===== config.mk =====
export PLATFORM = sky130hd
export DESIGN_NAME = sdr_burst_engine
export DESIGN_NICKNAME = d
export VERILOG_FILES = /design/src/rtl/sdr_pkg.sv /design/src/rtl/sdr_suspend_ctl.sv /design/src/rtl/sdr_row_ctl.sv /design/src/rtl/sdr_row_store.sv /design/src/rtl/sdr_burst_seq.sv /design/src/rtl/sdr_burst_engine.sv
export SDC_FILE = /design/constraint.sdc
export NUM_CORES = 1
export LEC_CHECK = 0
export BUFFER_PORTS_ARGS = -buffer_cell sky130_fd_sc_hd__buf_2
export CORE_ASPECT_RATIO = 1.5
export CORE_MARGIN = 2
export CORE_UTILIZATION = 39
export DETAILED_ROUTE_END_ITERATION = 7
export PLACE_DENSITY_LB_ADDON = 0.08
export SLEW_MARGIN = 40
export SYNTH_ARGS = -nofsm -noshare
export SYNTH_HDL_FRONTEND = slang
export SYNTH_SLANG_ARGS = --single-unit

===== constraint.sdc =====
create_clock -name clk -period 2.7 [get_ports clk]
set_input_delay 0.135 -clock clk [delete_from_list [all_inputs] [get_ports clk]]
set_output_delay 0.135 -clock clk [all_outputs]
set_load 0.01 [all_outputs]

===== src/rtl/sdr_pkg.sv =====
package sdr_pkg;
    localparam int DATA_W    = 16;
    localparam int COL_W     = 4;
    localparam int BURST_LEN = 4;
    localparam int CAS_LAT   = 2;
    localparam int DEPTH     = 1 << COL_W;
    localparam int GRP_W     = $clog2(BURST_LEN);
    localparam int BEAT_W    = $clog2(BURST_LEN + 1);
    localparam int LAT_W     = $clog2(CAS_LAT + 1);

    typedef enum logic [2:0] {
        CMD_NOP = 3'd0,
        CMD_ACT = 3'd1,
        CMD_RD  = 3'd2,
        CMD_WR  = 3'd3,
        CMD_PRE = 3'd4
    } cmd_e;

    // Decoded command, already qualified by the open row and the freeze
    typedef struct packed {
        logic act;
        logic rd;
        logic wr;
        logic pre;
    } cmd_dec_t;

    typedef struct packed {
        logic [LAT_W-1:0]  lat;
        logic [BEAT_W-1:0] left;
        logic [COL_W-1:0]  col;
    } rd_ctx_t;

    typedef struct packed {
        logic [BEAT_W-1:0] left;
        logic [COL_W-1:0]  col;
    } wr_ctx_t;

    // Next column inside the aligned burst group
    function automatic logic [COL_W-1:0] col_step(input logic [COL_W-1:0] c);
        logic [GRP_W-1:0] low;
        low = c[GRP_W-1:0] + GRP_W'(1);
        return {c[COL_W-1:GRP_W], low};
    endfunction
endpackage


===== src/rtl/sdr_suspend_ctl.sv =====
module sdr_suspend_ctl
    import sdr_pkg::*;
(
    input  logic clk,
    input  logic rst,
    input  logic cke,
    input  logic row_open,
    output logic frozen
);
    always_ff @(posedge clk) begin
        if (rst) frozen <= 1'b0;
        else     frozen <= !cke && row_open;
    end


    enter_susp_chk: assert property (@(posedge clk) disable iff (rst)
        (!cke && row_open) |=> frozen);

    leave_susp_chk: assert property (@(posedge clk) disable iff (rst)
        cke |=> !frozen);

    idle_no_susp_chk: assert property (@(posedge clk) disable iff (rst)
        !row_open |=> !frozen);
endmodule


===== src/rtl/sdr_row_ctl.sv =====
module sdr_row_ctl
    import sdr_pkg::*;
(
    input  logic       clk,
    input  logic       rst,
    input  logic       frozen,
    input  logic [2:0] cmd,
    output logic       row_open,
    output cmd_dec_t   dec
);
    always_comb begin
        dec = '0;
        if (!frozen) begin
            case (cmd)
                CMD_ACT: dec.act = !row_open;
                CMD_RD:  dec.rd  = row_open;
                CMD_WR:  dec.wr  = row_open;
                CMD_PRE: dec.pre = row_open;
                default: ;
            endcase
        end
    end

    always_ff @(posedge clk) begin
        if (rst)          row_open <= 1'b0;
        else if (dec.act) row_open <= 1'b1;
        else if (dec.pre) row_open <= 1'b0;
    end


    row_hold_chk: assert property (@(posedge clk) disable iff (rst)
        (frozen && !rst) |=> $stable(row_open));
endmodule


===== src/rtl/sdr_row_store.sv =====
module sdr_row_store
    import sdr_pkg::*;
(
    input  logic              clk,
    input  logic              rst,
    input  logic              we,
    input  logic [COL_W-1:0]  waddr,
    input  logic [DATA_W-1:0] wdata,
    input  logic [COL_W-1:0]  raddr,
    output logic [DATA_W-1:0] rdata
);
    logic [DATA_W-1:0] cells [DEPTH];

    for (genvar i = 0; i < DEPTH; i++) begin : g_cell
        always_ff @(posedge clk) begin
            if (rst)                                 cells[i] <= '0;
            else if (we && waddr == COL_W'(i))       cells[i] <= wdata;
        end
    end

    assign rdata = cells[raddr];
endmodule


===== src/rtl/sdr_burst_seq.sv =====
module sdr_burst_seq
    import sdr_pkg::*;
(
    input  logic              clk,
    input  logic              rst,
    input  logic              frozen,
    input  cmd_dec_t          dec,
    input  logic [COL_W-1:0]  col,
    input  logic [DATA_W-1:0] din,
    input  logic [DATA_W-1:0] rd_data,
    output logic              wr_en,
    output logic [COL_W-1:0]  wr_addr,
    output logic [DATA_W-1:0] wr_data,
    output logic [COL_W-1:0]  rd_addr,
    output logic [DATA_W-1:0] dout,
    output logic              dout_oe,
    output logic              busy
);
    rd_ctx_t rd_q;
    wr_ctx_t wr_q;

    always_comb begin
        wr_en   = 1'b0;
        wr_addr = wr_q.col;
        wr_data = din;
        if (!frozen) begin
            if (dec.wr) begin
                wr_en   = 1'b1;
                wr_addr = col;
            end else if (!dec.rd && !dec.pre && wr_q.left != '0) begin
                wr_en = 1'b1;
            end
        end
    end

    assign rd_addr = rd_q.col;
    assign busy    = (rd_q.lat != '0) || (rd_q.left != '0) || (wr_q.left != '0);

    always_ff @(posedge clk) begin
        if (rst) begin
            rd_q    <= '0;
            wr_q    <= '0;
            dout    <= '0;
            dout_oe <= 1'b0;
        end else if (!frozen) begin
            if (dec.pre) begin
                rd_q    <= '0;
                wr_q    <= '0;
                dout    <= '0;
                dout_oe <= 1'b0;
            end else if (dec.rd) begin
                rd_q.lat  <= LAT_W'(CAS_LAT - 1);
                rd_q.left <= BEAT_W'(BURST_LEN);
                rd_q.col  <= col;
                wr_q.left <= '0;
                dout      <= '0;
                dout_oe   <= 1'b0;
            end else if (dec.wr) begin
                wr_q.left <= BEAT_W'(BURST_LEN - 1);
                wr_q.col  <= col_step(col);
                rd_q      <= '0;
                dout      <= '0;
                dout_oe   <= 1'b0;
            end else begin
                if (wr_q.left != '0) begin
                    wr_q.left <= wr_q.left - BEAT_W'(1);
                    wr_q.col  <= col_step(wr_q.col);
                end
                if (rd_q.lat != '0) begin
                    rd_q.lat <= rd_q.lat - LAT_W'(1);
                end else if (rd_q.left != '0) begin
                    dout      <= rd_data;
                    dout_oe   <= 1'b1;
                    rd_q.left <= rd_q.left - BEAT_W'(1);
                    rd_q.col  <= col_step(rd_q.col);
                end else begin
                    dout    <= '0;
                    dout_oe <= 1'b0;
                end
            end
        end
    end


    rd_hold_chk: assert property (@(posedge clk) disable iff (rst)
        (frozen && !rst) |=> ($stable(dout) && $stable(dout_oe)));

    beat_limit_chk: assert property (@(posedge clk) disable iff (rst)
        (rd_q.left <= BEAT_W'(BURST_LEN)) && (wr_q.left < BEAT_W'(BURST_LEN)));

    oe_zero_chk: assert property (@(posedge clk) disable iff (rst)
        !dout_oe |-> (dout == '0));

    ptr_hold_chk: assert property (@(posedge clk) disable iff (rst)
        (frozen && !rst) |=> ($stable(rd_q) && $stable(wr_q)));
endmodule


===== src/rtl/sdr_burst_engine.sv =====
module sdr_burst_engine
    import sdr_pkg::*;
(
    input  logic              clk,
    input  logic              rst,
    input  logic              cke,
    input  logic [2:0]        cmd,
    input  logic [COL_W-1:0]  col,
    input  logic [DATA_W-1:0] din,
    output logic [DATA_W-1:0] dout,
    output logic              dout_oe,
    output logic              busy
);
    logic              frozen;
    logic              row_open;
    cmd_dec_t          dec;
    logic              st_we;
    logic [COL_W-1:0]  st_waddr;
    logic [DATA_W-1:0] st_wdata;
    logic [COL_W-1:0]  st_raddr;
    logic [DATA_W-1:0] st_rdata;

    sdr_suspend_ctl u_susp (
        .clk(clk), .rst(rst), .cke(cke), .row_open(row_open), .frozen(frozen)
    );

    sdr_row_ctl u_row (
        .clk(clk), .rst(rst), .frozen(frozen), .cmd(cmd),
        .row_open(row_open), .dec(dec)
    );

    sdr_row_store u_store (
        .clk(clk), .rst(rst), .we(st_we), .waddr(st_waddr), .wdata(st_wdata),
        .raddr(st_raddr), .rdata(st_rdata)
    );

    sdr_burst_seq u_seq (
        .clk(clk), .rst(rst), .frozen(frozen), .dec(dec), .col(col), .din(din),
        .rd_data(st_rdata), .wr_en(st_we), .wr_addr(st_waddr), .wr_data(st_wdata),
        .rd_addr(st_raddr), .dout(dout), .dout_oe(dout_oe), .busy(busy)
    );


    wr_mask_chk: assert property (@(posedge clk) disable iff (rst)
        frozen |-> !st_we);

    no_row_chk: assert property (@(posedge clk) disable iff (rst)
        (!row_open && !frozen) |=> !busy);

    pre_end_chk: assert property (@(posedge clk) disable iff (rst)
        (dec.pre && !rst) |=> (!busy && !dout_oe && !row_open));
endmodule


==> impl_metrics.json <==
{
  "die_h_um": 233,
  "drt-total-wl_um": 36600,
  "synth-simple-area-share_pct": 16.4,
  "hold_start": "cmd[1]",
  "gp_congestion": 0.772,
  "synthArstFlopShare_pct": 0,
  "grt_max_degree": 39,
  "crit_type": "register to register",
  "worst-path-max-fanout": 16,
  "finalWorstSetupSlack_ns": 0.171,
  "whs_path_depth": 3,
  "synth_flop_cell": "edfxtp_1",
  "r2r_cells": 8,
  "yosysSeqAreaShare_pct": 61.8,
  "ant_nets": 0,
  "clockBufferDepth": 3,
  "htree_levels": 1,
  "vias": 8594,
  "yosysTopAreaCell": "edfxtp_1",
  "p_leak_nw": 5.23,
  "dp_cells": 1455,
  "layout_commonest_cell": "edfxtp_1",
  "chipWidth_um": 156,
  "dieArea_sq_mm": 0.0364,
  "hold_viol_final": 0,
  "post-route-min-period_ns": 2.53,
  "post_cts_resize_count": 0,
  "dp_hpwl_um": 24100,
  "synth_nets": 1049,
  "drc_errors": 0,
  "synth_edf_count": 256,
  "place_ws_ns": 0.201,
  "overflow": 0,
  "maxSlewViolCount": 0,
  "fillCellCount": 3107,
  "status": "completed",
  "instances_no_fill": 1511,
  "ir_worst_vdd_mv": 0.510,
  "worstSetupStartpointType": "register",
  "antenna_cells": 0,
  "ios": 44,
  "fmax_mhz": 395,
  "grt_pass1_vias": 9118,
  "power_density_mw_per_mm2": 862,
  "reg2reg_to": "u_seq.dout[4]$_SDFFE_PP0P_",
  "dr.pass1.iters": 4,
  "grtUsageTotal_pct": 20.9,
  "first_iter_violations": 456,
  "grt_pass1_wl_um": 56900,
  "yosys_register_bits": 291,
  "rows": 83,
  "fin_area_sq_mm": 0.0158,
  "synth_compound_area_share_pct": 5.72,
  "cts_made_buffers": 29,
  "worstSetupEndpointType": "register",
  "numPortBuffers": 43,
  "netlist_area_sq_mm": 0.0136,
  "cts-root-buf": "clkbuf_16",
  "hp-class": "input pin to register",
  "slew_headroom_pct": 46.4,
  "start_util_pct": 39.6,
  "worst_pin_slew_ns": 0.804,
  "wl_per_cell_um": 24.2,
  "finClkSkew_ns": 0.0137,
  "maxCapViolCount": 0,
  "regToRegSetupSlack_ns": 0.17,
  "final_cell_mix": "256 x edfxtp_1, 214 x nor3_1, 84 x nand2_1, 82 x buf_4, 64 x mux4_2",
  "synthTopCellsByArea": "edfxtp_1 57%, mux4_2 11%, nor3_1 7.9%",
  "cts.sinks": 291,
  "area_delta_synth_final_pct": 16.6,
  "required_ns": 3.20,
  "dpl_cell_area_sq_mm": 0.0148,
  "arrival_ns": 3.03,
  "drive_gt1_share_pct": 30.8,
  "avgSynthCellArea_sq_um": 13.3,
  "final_nets": 1095,
  "yosysTopAreaCellShare_pct": 56.6,
  "core_region_area_sq_mm": 0.0343,
  "synth_cell_types": 50,
  "netlist_instances": 1018,
  "synthMuxAreaShare_pct": 10.8,
  "setup_violations": 0,
  "clk_pin_slew_ns": 0.07,
  "yosysWarnings": 0,
  "fin_tns_setup_ns": 0,
  "via_per_inst": 5.69,
  "synthAdderAreaFrac_pct": 0.461,
  "clock_latency_ns": 0.56,
  "synth_xor_area_share_pct": 0.193,
  "synth_top_family_by_area": "simple AND/OR/NAND/NOR gates",
  "timing.rr.start": "u_seq.rd_q[4]$_SDFFE_PP0P_",
  "rsz0062_at_grt": "false",
  "min_to": "u_row.row_open$_SDFFE_PP0P_",
  "cts_tree": "yes",
  "post-route-period-util_pct": 93.7,
  "antenna_found_initial": 0
}
==> critical path, cell delays in order, from the launching register on <==
cell and delay [ns]:
dfxtp_1 0.36, inv_1 0.05, ha_1 0.20, ha_1 0.22
or3b_2 0.51, a2111o_1 0.40, buf_4 0.23, a21oi_1 0.31
a221o_1 0.16
==> registers in the layout, indices dropped and copies added (netlist names) <==
register,cells
u_store.cells,256
u_seq.dout,16
u_seq.wr_q,7
u_seq.rd_q,5
u_seq.rd_addr,4
u_row.row_open,1
u_seq.dout_oe,1
u_susp.frozen,1
==> per-stage QoR <==
stage	hold slack, ns	power, mW	util [%]
floorplan	0.211	8.08	-
global placement	0.319	9.57	43.2
detailed placement	0.322	9.60	43.2
CTS	0.0127	13.8	46.2
global route	0.0497	14.3	46.2
finish	0.0333	13.6	46.2
==> layout make-up <==
type                       instances  area (sq um)  share of cell area [%]
clock buffer                      33           761                    4.80
clock inverter                    20           218                    1.37
inverter                          19          71.3                   0.450
multi-input combinational        582          4740                    29.9
sequential                       291          8400                    53.0
tap                              425           532                    3.36
timing repair buffer             141          1120                    7.08
==> repair_timing <==
action	4_1_cts	5_1_grt
hold buffers	3	0
endpoints found under the hold margin	5	0
setup buffers	0	0
==> how the worst max path moves through the flow <==
stage	from	endpoint	depth (start not counted)
detailed placement	u_seq.rd_q[4]$_SDFFE_PP0P_	u_seq.dout[1]$_SDFFE_PP0P_	8
finish	u_seq.rd_q[4]$_SDFFE_PP0P_	u_seq.dout[4]$_SDFFE_PP0P_	8
floorplan	u_seq.wr_q[4]$_SDFFE_PP0P_	u_store.cells[12][0]$_SDFFCE_PN0P_	8
CTS	u_seq.rd_q[4]$_SDFFE_PP0P_	u_seq.dout[5]$_SDFFE_PP0P_	8
global placement	u_seq.rd_q[4]$_SDFFE_PP0P_	u_seq.dout[1]$_SDFFE_PP0P_	8
global route	u_seq.rd_q[4]$_SDFFE_PP0P_	u_seq.dout[4]$_SDFFE_PP0P_	8
==> layer usage <==
layer	global-route usage, %	part of all wire, %	routed length, um	vias to the layer above
li1	-	-	-	3982
met2	38.5	54	19900	137
met1	26.0	40	14600	4430
met5	0	0	0	-
met3	2.33	3.8	1390	45
met4	5.28	1.9	703	0
==> cell usage after synthesis, types with 3 or more instances <==
master	count
edfxtp_1	256
nor3_1	214
nand2_1	84
clkbuf_1	64
mux4_2	64
nor3_2	48
dfxtp_1	35
buf_2	32
a21oi_1	27
nand2b_1	22
buf_1	21
inv_1	19
a221o_1	17
o21bai_1	16
nor2_1	10
a211oi_1	7
a22oi_1	7
a31oi_1	7
nand3_1	6
buf_6	5
ha_1	5
buf_4	4
nor2b_1	4
o21ai_0	4
and3b_1	3
nor4_1	3
o21a_1	3
==> where the power goes <==
part | internal (mW) | switching (mW)
sequential | 5.36 | 0.218
clock | 2.41 | 1.79
combinational | 1.56 | 2.30
total | 9.34 | 4.31
==> cells by family after synthesis <==
logic type               Yosys count
flip-flops                       291
AND/OR/NAND/NOR                  405
AO/OA/AOI/OAI                    103
multiplexers                      66
XOR/XNOR                           3
adder cells (fa/ha/maj)            5
buffers and inverters            145
(Power assumes the default switching activity.)
